File: src/rtl/qps_pkg.sv
package qps_pkg;
  localparam int NUM_TRIES = 5;
  localparam int OFS_W     = 16;

  localparam logic [7:0] SIG_Q = 8'h51;
  localparam logic [7:0] SIG_R = 8'h52;
  localparam logic [7:0] SIG_Y = 8'h59;
  localparam logic [OFS_W-1:0] SIG_BASE = 16'h0010;

  typedef enum logic [1:0] {
    ST_IDLE  = 2'd0,
    ST_WRITE = 2'd1,
    ST_READ  = 2'd2
  } qps_state_e;

  typedef struct packed {
    logic [7:0]       cmd;
    logic [OFS_W-1:0] ofs;
    logic             last;
  } qps_step_t;
endpackage

File: src/rtl/qps_script.sv
module qps_script
  import qps_pkg::*;
(
  input  logic       exit_mode_i,
  input  logic [2:0] try_i,
  input  logic [1:0] step_i,
  input  logic       quirk_i,
  output qps_step_t  step_o
);
  always_comb begin
    step_o = '{cmd: 8'hF0, ofs: '0, last: 1'b1};
    if (exit_mode_i) begin
      unique case (step_i)
        2'd0:    step_o = '{cmd: 8'hF0, ofs: 16'h0000, last: 1'b0};
        2'd1:    step_o = '{cmd: 8'hFF, ofs: 16'h0000, last: !quirk_i};
        default: step_o = '{cmd: 8'hF0, ofs: 16'h0000, last: 1'b1};
      endcase
    end else begin
      unique case ({try_i, step_i})
        5'b000_00: step_o = '{cmd: 8'hF0, ofs: 16'h0000, last: 1'b0};
        5'b000_01: step_o = '{cmd: 8'h98, ofs: 16'h0055, last: 1'b1};
        5'b001_00: step_o = '{cmd: 8'hF0, ofs: 16'h0000, last: 1'b0};
        5'b001_01: step_o = '{cmd: 8'hFF, ofs: 16'h0000, last: 1'b0};
        5'b001_10: step_o = '{cmd: 8'h98, ofs: 16'h0055, last: 1'b1};
        5'b010_00: step_o = '{cmd: 8'hF0, ofs: 16'h0000, last: 1'b0};
        5'b010_01: step_o = '{cmd: 8'h98, ofs: 16'h0555, last: 1'b1};
        5'b011_00: step_o = '{cmd: 8'hF0, ofs: 16'h0000, last: 1'b0};
        5'b011_01: step_o = '{cmd: 8'hAA, ofs: 16'h5555, last: 1'b0};
        5'b011_10: step_o = '{cmd: 8'h55, ofs: 16'h2AAA, last: 1'b0};
        5'b011_11: step_o = '{cmd: 8'h98, ofs: 16'h5555, last: 1'b1};
        5'b100_00: step_o = '{cmd: 8'hF0, ofs: 16'h0000, last: 1'b0};
        5'b100_01: step_o = '{cmd: 8'hAA, ofs: 16'h0555, last: 1'b0};
        5'b100_10: step_o = '{cmd: 8'h55, ofs: 16'h02AA, last: 1'b0};
        5'b100_11: step_o = '{cmd: 8'h98, ofs: 16'h0555, last: 1'b1};
        default:   step_o = '{cmd: 8'hF0, ofs: 16'h0000, last: 1'b1};
      endcase
    end
  end
endmodule

File: src/rtl/qps_word_build.sv
module qps_word_build
  import qps_pkg::*;
#(
  parameter int ADDR_W    = 24,
  parameter int DEV_BYTES = 2,
  parameter int LANES     = 2,
  localparam int DEV_W    = 8 * DEV_BYTES,
  localparam int DATA_W   = DEV_W * LANES,
  localparam int SCALE    = DEV_BYTES * LANES
) (
  input  logic [OFS_W-1:0]  ofs_i,
  input  logic [7:0]        cmd_i,
  output logic [ADDR_W-1:0] addr_o,
  output logic [DATA_W-1:0] word_o
);
  assign addr_o = ADDR_W'(32'(ofs_i) * SCALE);

  for (genvar l = 0; l < LANES; l++) begin : g_lane
    assign word_o[l*DEV_W +: DEV_W] = DEV_W'(cmd_i);
  end
endmodule

File: src/rtl/qmode_probe_seq.sv
module qmode_probe_seq
  import qps_pkg::*;
#(
  parameter int          ADDR_W    = 24,
  parameter int          DEV_BYTES = 2,
  parameter int          LANES     = 2,
  parameter logic [7:0]  QUIRK_MFR = 8'h20,
  parameter logic [15:0] QUIRK_DEV = 16'h227E,
  localparam int         DATA_W    = 8 * DEV_BYTES * LANES
) (
  input  logic              clk,
  input  logic              rst_n,
  input  logic              start_i,
  input  logic              exit_i,
  input  logic [7:0]        chip_mfr_i,
  input  logic [15:0]       chip_dev_i,
  output logic              done_o,
  output logic              found_o,
  output logic [ADDR_W-1:0] mem_addr_o,
  output logic [DATA_W-1:0] mem_wdata_o,
  output logic              mem_we_o,
  output logic              mem_re_o,
  input  logic [DATA_W-1:0] mem_rdata_i,
  input  logic              mem_rdy_i
);
  localparam logic [2:0] LAST_TRY = 3'(NUM_TRIES - 1);

  // reset: asserted at once, released through two flops
  logic [1:0] rst_sync_q;
  logic       rst_int_n;
  always_ff @(posedge clk or negedge rst_n) begin
    if (!rst_n) rst_sync_q <= 2'b00;
    else        rst_sync_q <= {rst_sync_q[0], 1'b1};
  end
  assign rst_int_n = rst_sync_q[1];

  qps_state_e state_q, state_d;
  logic       exit_mode_q, exit_mode_d;
  logic [2:0] try_q, try_d;
  logic [1:0] step_q, step_d;
  logic [1:0] rd_q, rd_d;
  logic       found_q, found_d;
  logic       done_q, done_d;

  logic        quirk;
  qps_step_t   cur_step;
  logic [7:0]  sig_code;
  logic [ADDR_W-1:0] wr_addr, rd_addr;
  logic [DATA_W-1:0] wr_word, rd_expect;
  logic        sig_ok;

  assign quirk = (chip_mfr_i == QUIRK_MFR) && (chip_dev_i == QUIRK_DEV);

  qps_script u_script (
    .exit_mode_i (exit_mode_q),
    .try_i       (try_q),
    .step_i      (step_q),
    .quirk_i     (quirk),
    .step_o      (cur_step)
  );

  always_comb begin
    unique case (rd_q)
      2'd0:    sig_code = SIG_Q;
      2'd1:    sig_code = SIG_R;
      default: sig_code = SIG_Y;
    endcase
  end

  qps_word_build #(.ADDR_W(ADDR_W), .DEV_BYTES(DEV_BYTES), .LANES(LANES)) u_wr_build (
    .ofs_i  (cur_step.ofs),
    .cmd_i  (cur_step.cmd),
    .addr_o (wr_addr),
    .word_o (wr_word)
  );

  qps_word_build #(.ADDR_W(ADDR_W), .DEV_BYTES(DEV_BYTES), .LANES(LANES)) u_rd_build (
    .ofs_i  (SIG_BASE + OFS_W'(rd_q)),
    .cmd_i  (sig_code),
    .addr_o (rd_addr),
    .word_o (rd_expect)
  );

  assign sig_ok = (mem_rdata_i == rd_expect);

  // next-state logic
  always_comb begin
    state_d     = state_q;
    exit_mode_d = exit_mode_q;
    try_d       = try_q;
    step_d      = step_q;
    rd_d        = rd_q;
    found_d     = found_q;
    done_d      = 1'b0;
    unique case (state_q)
      ST_IDLE: begin
        if (start_i) begin
          exit_mode_d = 1'b0;
          try_d       = '0;
          step_d      = '0;
          state_d     = ST_WRITE;
        end else if (exit_i) begin
          exit_mode_d = 1'b1;
          step_d      = '0;
          state_d     = ST_WRITE;
        end
      end
      ST_WRITE: begin
        if (mem_rdy_i) begin
          if (cur_step.last) begin
            if (exit_mode_q) begin
              state_d = ST_IDLE;
              done_d  = 1'b1;
            end else begin
              rd_d    = '0;
              state_d = ST_READ;
            end
          end else begin
            step_d = step_q + 2'd1;
          end
        end
      end
      ST_READ: begin
        if (mem_rdy_i) begin
          if (!sig_ok) begin
            if (try_q == LAST_TRY) begin
              state_d = ST_IDLE;
              found_d = 1'b0;
              done_d  = 1'b1;
            end else begin
              try_d   = try_q + 3'd1;
              step_d  = '0;
              state_d = ST_WRITE;
            end
          end else if (rd_q == 2'd2) begin
            state_d = ST_IDLE;
            found_d = 1'b1;
            done_d  = 1'b1;
          end else begin
            rd_d = rd_q + 2'd1;
          end
        end
      end
      default: state_d = ST_IDLE;
    endcase
  end

  // registers
  always_ff @(posedge clk or negedge rst_int_n) begin
    if (!rst_int_n) begin
      state_q     <= ST_IDLE;
      exit_mode_q <= 1'b0;
      try_q       <= '0;
      step_q      <= '0;
      rd_q        <= '0;
      found_q     <= 1'b0;
      done_q      <= 1'b0;
    end else begin
      state_q     <= state_d;
      exit_mode_q <= exit_mode_d;
      try_q       <= try_d;
      step_q      <= step_d;
      rd_q        <= rd_d;
      found_q     <= found_d;
      done_q      <= done_d;
    end
  end

  assign mem_we_o    = (state_q == ST_WRITE);
  assign mem_re_o    = (state_q == ST_READ);
  assign mem_addr_o  = mem_we_o ? wr_addr : (mem_re_o ? rd_addr : '0);
  assign mem_wdata_o = mem_we_o ? wr_word : '0;
  assign done_o      = done_q;
  assign found_o     = found_q;
endmodule

File: config.mk
export PLATFORM = sky130hd
export DESIGN_NAME = qmode_probe_seq
export DESIGN_NICKNAME = d
export VERILOG_FILES = /design/src/rtl/qps_pkg.sv /design/src/rtl/qps_script.sv /design/src/rtl/qps_word_build.sv /design/src/rtl/qmode_probe_seq.sv
export SDC_FILE = /design/constraint.sdc
export NUM_CORES = 1
export LEC_CHECK = 0
export BUFFER_PORTS_ARGS = -buffer_cell sky130_fd_sc_hd__buf_2
export CORE_MARGIN = 1
export CORE_UTILIZATION = 45
export CTS_CLUSTER_SIZE = 25
export DETAILED_ROUTE_END_ITERATION = 8
export PLACE_DENSITY = 0.86
export SLEW_MARGIN = 20
export SYNTH_ARGS = -nofsm -noshare
export SYNTH_HDL_FRONTEND = slang
export SYNTH_SLANG_ARGS = --single-unit
export TNS_END_PERCENT = 100
File: constraint.sdc
create_clock -name clk -period 3.25 [get_ports clk]
set_clock_uncertainty 0.05 [all_clocks]
set_input_delay 0.1625 -clock clk [delete_from_list [all_inputs] [get_ports clk]]
set_output_delay 0.1625 -clock clk [all_outputs]
set_load 0.1 [all_outputs]
* Yosys cells after proc, flatten, opt, wreduce, memory -nomap -nowiden
Memory sizes are Yosys's and may differ from the RTL's.
Cells that the tools add are included.
W data, S select, Z words.
** Operators by class
- Add/subtract/negate cells :: 4
- Multiply operators :: 0
- Divide/modulo/power cells :: 0
- $lt $le $gt $ge :: 0
- Eq/ne operators :: 22
- Shift-type cells :: 0
- Muxes and demuxes :: 49
- Bitwise logic cells :: 0
- Reductions and logical operators :: 16
** Operator list (count)
- $mux W2 :: 21
- $pmux W21 S2 :: 1
- $eq A32 B24 Y1 :: 1
- $mux W25 :: 1
- $mux W24 :: 1
- $mux W18 :: 1
- $eq A16 B14 Y1 const B :: 1
- $reduce_and A7 Y1 :: 2
- $mux W1 :: 13
- $mux W3 :: 4
- $ne A2 B2 Y1 const B :: 6
- $pmux W2 S3 :: 2
- $ne A2 B1 Y1 const B :: 5
- $reduce_and A5 Y1 :: 2
- $eq A8 B6 Y1 const B :: 1
- $mux W8 :: 1
- $pmux W4 S2 :: 1
- $reduce_bool A2 Y1 :: 4
- $add A5 B2 Y6 const A :: 1
- $eq A2 B1 Y1 const B :: 3
- $logic_not A2 Y1 :: 3
- $pmux W3 S2 :: 1
- $add A2 B1 Y2 const B :: 2
- $eq A2 B2 Y1 const B :: 2
- 11 further kinds :: 11
** Word-level totals
- Register bits :: 14
- Latch bits :: 0
- Bits in writable memories :: 0
- ROM bits :: 768
- Input bits :: 61
- Output and inout port bits :: 60
- Word-level logic and storage cells :: 100
- Memories :: 1
** Memory list
- (name not given) :: words 32, bits a word 24, read ports 1, clocked after memory_dff 0, write ports 0, line qps_script.sv:19 : unique case ({try_i, step_i})

* Logic depth before layout (Yosys ltp)
- Depth after elaboration :: 8
- Gate-level depth with buffers :: 9
- Mapped depth without buffers :: 8

* Hierarchy
From an unflattened synthesis, not the netlist that was laid out.
** Unflattened totals
- Cell total of the unflattened synthesis :: 396
- Area, all modules :: 3088.0 um^2
** Modules (own cells, without submodules)
- qmode_probe_seq :: instances 1, cells an instance 221, area each 1785.5 um^2, seq. area each 350.3 um^2
- qps_word_build :: instances 2, cells an instance 57, area each 424.2 um^2, seq. area each 0.0 um^2
- qps_script :: instances 1, cells an instance 61, area each 454.2 um^2, seq. area each 0.0 um^2

* Least setup slack after synthesis
Ideal clock, no wire load.
- Path type :: flip-flop to output port
- Start point :: reg state_q[1]
- End point :: out mem_addr_o[16]
- Arrival time :: 5.261 ns
- Data required time :: 3.037 ns
- Path slack :: -2.223 ns
- Stages on the path, launching flop included :: 7
- Buffers on the path :: 2
- Cells stage by stage :: dfrtp_1 inv_1 ha_1 clkbuf_1 nand2_1 nor4_1 buf_4
** Between the ends
- Cells in the longest elaborated chain, start to end :: 2
** RTL lines
- start: declaration :: line qmode_probe_seq.sv:37 : qps_state_e state_q, state_d;
- start signal: assignment :: line qmode_probe_seq.sv:159 : state_q <= state_d;
- $eq A2 B1 Y1 :: line qmode_probe_seq.sv:169 : assign mem_we_o = (state_q == ST_WRITE);
- via mem_we_o :: line qmode_probe_seq.sv:21 : output logic mem_we_o,
- $mux W18 :: line qmode_probe_seq.sv:171 : assign mem_addr_o = mem_we_o ? wr_addr : (mem_re_o ? rd_addr : '0);
- end: declaration :: line qmode_probe_seq.sv:19 : output logic [ADDR_W-1:0] mem_addr_o,
The timed path passes the listed nets, and every way through them passes these cells.

* Final worst setup path
- Start point :: reg step_q[1]
- End point :: out mem_addr_o[6]
** Between the ends
- Cells in the longest elaborated chain, start to end :: 3
** RTL lines
- start: declaration :: line qmode_probe_seq.sv:40 : logic [1:0] step_q, step_d;
- start signal: assignment :: line qmode_probe_seq.sv:162 : step_q <= step_d;
- $mem_v2 Z32 W24
- $mux W25 :: line qps_script.sv:12 : if (exit_mode_i) begin
- $mux W18 :: line qmode_probe_seq.sv:171
Every way passes these cells.

==> results.yml <==
outcome:
  status: "completed"
worst_hold_path:
  min_path_type: "input pin to flop"
worst_setup_path:
  path_max_fanout: 7
  start_kind: "flop"
  worstPathArrival_ns: 2.44
  cp_cell_sequence: "inv_1 > ha_1 > nor2b_1 > a31oi_1 > nor2_1 > nor2_1 > or2_2 > o21ai_2 > buf_2"
  slowest_stage: "dfrtp_1"
  required_ns: 3.04
  crit_path_max_incr_delay_ns: 0.45
  crit_top_cell: "nor2_1"
  end_kind: "primary output"
  path_class: "flop to primary output"
timing:
  finalSetupViolCount: 0
  finalCriticalPeriod_ns: 2.65
  setup_slack_ns: 0.599
  slew_headroom_pct: 58.2
  rsz0062_at_grt: "no"
  slew_viol_final: 0
  hold_viol: 0
  finalCritPeriodShare_pct: 81.6
  worst_pin_slew_ns: 0.620
  clock.fmax_ghz: 0.377
  timing.setup.tns_ns: 0
  whs_ns: 0.0576
clock_network:
  cts_resized: 0
  holdBufCountCts: 1
  cts.htree.levels: 1
  clock-sinks: 14
  clk_path_buf_depth: 2
  cts_tree: "yes"
  clock_latency_ns: 0.25
  path_clk_slew_ns: 0.07
  cts_buffers: 3
  cts_root_buf: "clkbuf_8"
  postCtsSetupBuffers: 0
synth:
  synthesis.area_mm2: 0.00179
  synth.avg_cell_area_um2: 7.76
  synthSimpleGateAreaFrac_pct: 24.9
  synth-adder-area-share_pct: 9.11
  synth-edff-count: 0
  yosys_warnings: 0
  muxShareOfSynthArea_pct: 3.64
  synth_cells: 230
  synth-async-reset-ratio_pct: 100
  synth_xor_area_share_pct: 0
  synth_seq_cells: 14
  synth_top_family_by_area: "simple AND/OR/NAND/NOR gates"
  yosysSeqAreaShare_pct: 19.6
  synth.distinct_cells: 50
  synth_compound_area_share_pct: 19.5
  synth_ff_type: "dfrtp_1"
global_route:
  grt_pass1_vias: 1756
  track_usage_pct: 22.4
  grt_overflow: 0
  antenna_found_initial: 0
  grt_pass1_wl_um: 7420
  grt_max_degree: 19
run:
  cap_violations: 0
die:
  core_mm2: 0.00374
  io_pins: 121
  die_area_mm2: 0.00422
  die_w_um: 65.0
  initial_core_util_pct: 47.7
  num_rows: 22
  die_y_um: 65.0
final_layout:
  drive_gt1_share_pct: 36.2
  antenna_cells: 0
  layout.nets: 382
  fill_cells: 342
  area_growth_pct: 22.2
drt:
  drcViolationCount: 0
  via_per_inst: 5.45
  drtIter0Drc: 128
  drt_wl_total_um: 4740
  routed-via-count: 1935
  wl_per_cell_um: 13.4
  drt_first_pass_iters: 4
  ant_nets: 0
pwr:
  total_power_w: 0.00239
  p_leak_nw: 1.16
  vdd_drop_max_uv: 643
  power.density_mw_per_mm2: 1100
place:
  place_congestion: 0.888
  place_hpwl_um: 3850
  portBuffers: 95
  dp_slack_ns: 0.687
[path summary, 6_finish.rpt]
kind / startpoint / to / slack, ns / depth (start not counted)
max: step_q[1] / mem_addr_o[6] / 0.60 / 9
min: start_i / exit_mode_q / 0.06 / 2
max reg2reg: step_q[1] / state_q[0] / 0.62 / 8
min reg2reg: rst_sync_q[1] / found_o / 0.16 / 0
max in group asynchronous: rst_sync_q[1] / step_q[0] / 2.63 / 0
min in group asynchronous: rst_sync_q[1] / found_o / 0.16 / 0
[per-layer routing]
metal / global-route usage [%] / up-vias / part of all wire, %
met2: 41.0 / 124 / 50
met4: 10.3 / 0 / 2.3
met5: 0 / - / 0
met1: 25.2 / 881 / 39
met3: 2.99 / 14 / 8.3
li1: - / 916 / -
[synth_stat cells, drive strengths merged (5+ instances only)]
| library cell | instances | area [um^2] |
|---|---|---|
| ha | 13 | 163 |
| nor2 | 22 | 82.6 |
| buf | 44 | 325 |
| nor4 | 6 | 37.5 |
| inv | 17 | 63.8 |
| nor4bb | 5 | 50.1 |
| mux2i | 5 | 50.1 |
| a31oi | 5 | 31.3 |
| a21oi | 16 | 80.1 |
| dfrtp | 14 | 350 |
| nand4 | 6 | 37.5 |
| nand2 | 16 | 60.1 |
| o21ai | 5 | 25.0 |
[critical path, delay by kind of cell, from the launching register on]
| family | cells | cell delay (ns) |
|---|---|---|
| and+or+nand+nor | 4 | 0.79 |
| AOI/OAI and AO/OA | 2 | 0.12 |
| buffers and inverters | 2 | 0.57 |
| DFF | 1 | 0.45 |
| adders and majority gates | 1 | 0.26 |
[state kept, by name, summed over array words and instances, names as in the netlist]
signal / flops
step_q: 2
rd_q: 2
rst_sync_q: 2
state_q: 2
done_o: 1
found_o: 1
try_q: 3
exit_mode_q: 1
[power breakdown]
group	leakage [nW]	total (W)	internal, W	switching (W)
Clock	0.0288	0.000171	0.000107	0.0000635
Combinational	0.946	0.00190	0.000373	0.00153
Sequential	0.181	0.000319	0.000220	0.0000987
Total	1.16	0.00239	0.000700	0.00169
[per-stage QoR]
stage	utilization (%)	area, um^2	instances
2_1_floorplan	-	1910	254
3_3_place_gp	56.6	2120	350
3_5_place_dp	56.6	2120	350
4_1_cts	58.3	2180	355
5_1_grt	58.3	2180	355
6_report	58.3	2180	355
[cell usage in the layout (no fill, tap or decap), types with 2 or more instances in the layout]
master | Yosys | routed
a21oi_1 | 16 | 16
a31oi_1 | 5 | 5
and4_1 | 3 | 3
buf_2 | 2 | 95
clkbuf_8 | 0 | 4
conb_1 | 2 | 26
dfrtp_1 | 14 | 14
ha_1 | 13 | 12
inv_1 | 17 | 17
mux2i_1 | 5 | 5
nand2_1 | 16 | 16
nand2b_1 | 2 | 2
nand4_1 | 6 | 6
nor2_1 | 22 | 19
nor2_4 | 0 | 2
nor2b_1 | 4 | 4
nor3_1 | 3 | 3
nor3b_1 | 2 | 2
nor4_1 | 6 | 5
nor4b_1 | 3 | 3
nor4bb_1 | 5 | 5
o211ai_1 | 2 | 2
o21ai_0 | 5 | 4
o221ai_1 | 2 | 2
o311a_1 | 2 | 2
o31ai_1 | 3 | 3
[kinds of logic (layout without fill, tap and decap cells)]
kind of cell               after synthesis  after routing
and+or+nand+nor                         79             79
AOI/OAI and AO/OA                       50             50
adders and majority gates               13             13
DFF                                     14             14
buffers and inverters                   66            119
other                                    2             26
muxes                                    6              6
[area by class of cell]
class | instances | area, um^2 | share of cell area (%)
sequential | 14 | 350 | 16.1
tap | 48 | 60.1 | 2.75
multi-input combinational | 174 | 1160 | 53.0
timing repair buffer | 97 | 493 | 22.6
clock buffer | 4 | 55.1 | 2.52
inverter | 18 | 67.6 | 3.10
Note: power is estimated with default switching activity, not from simulation.
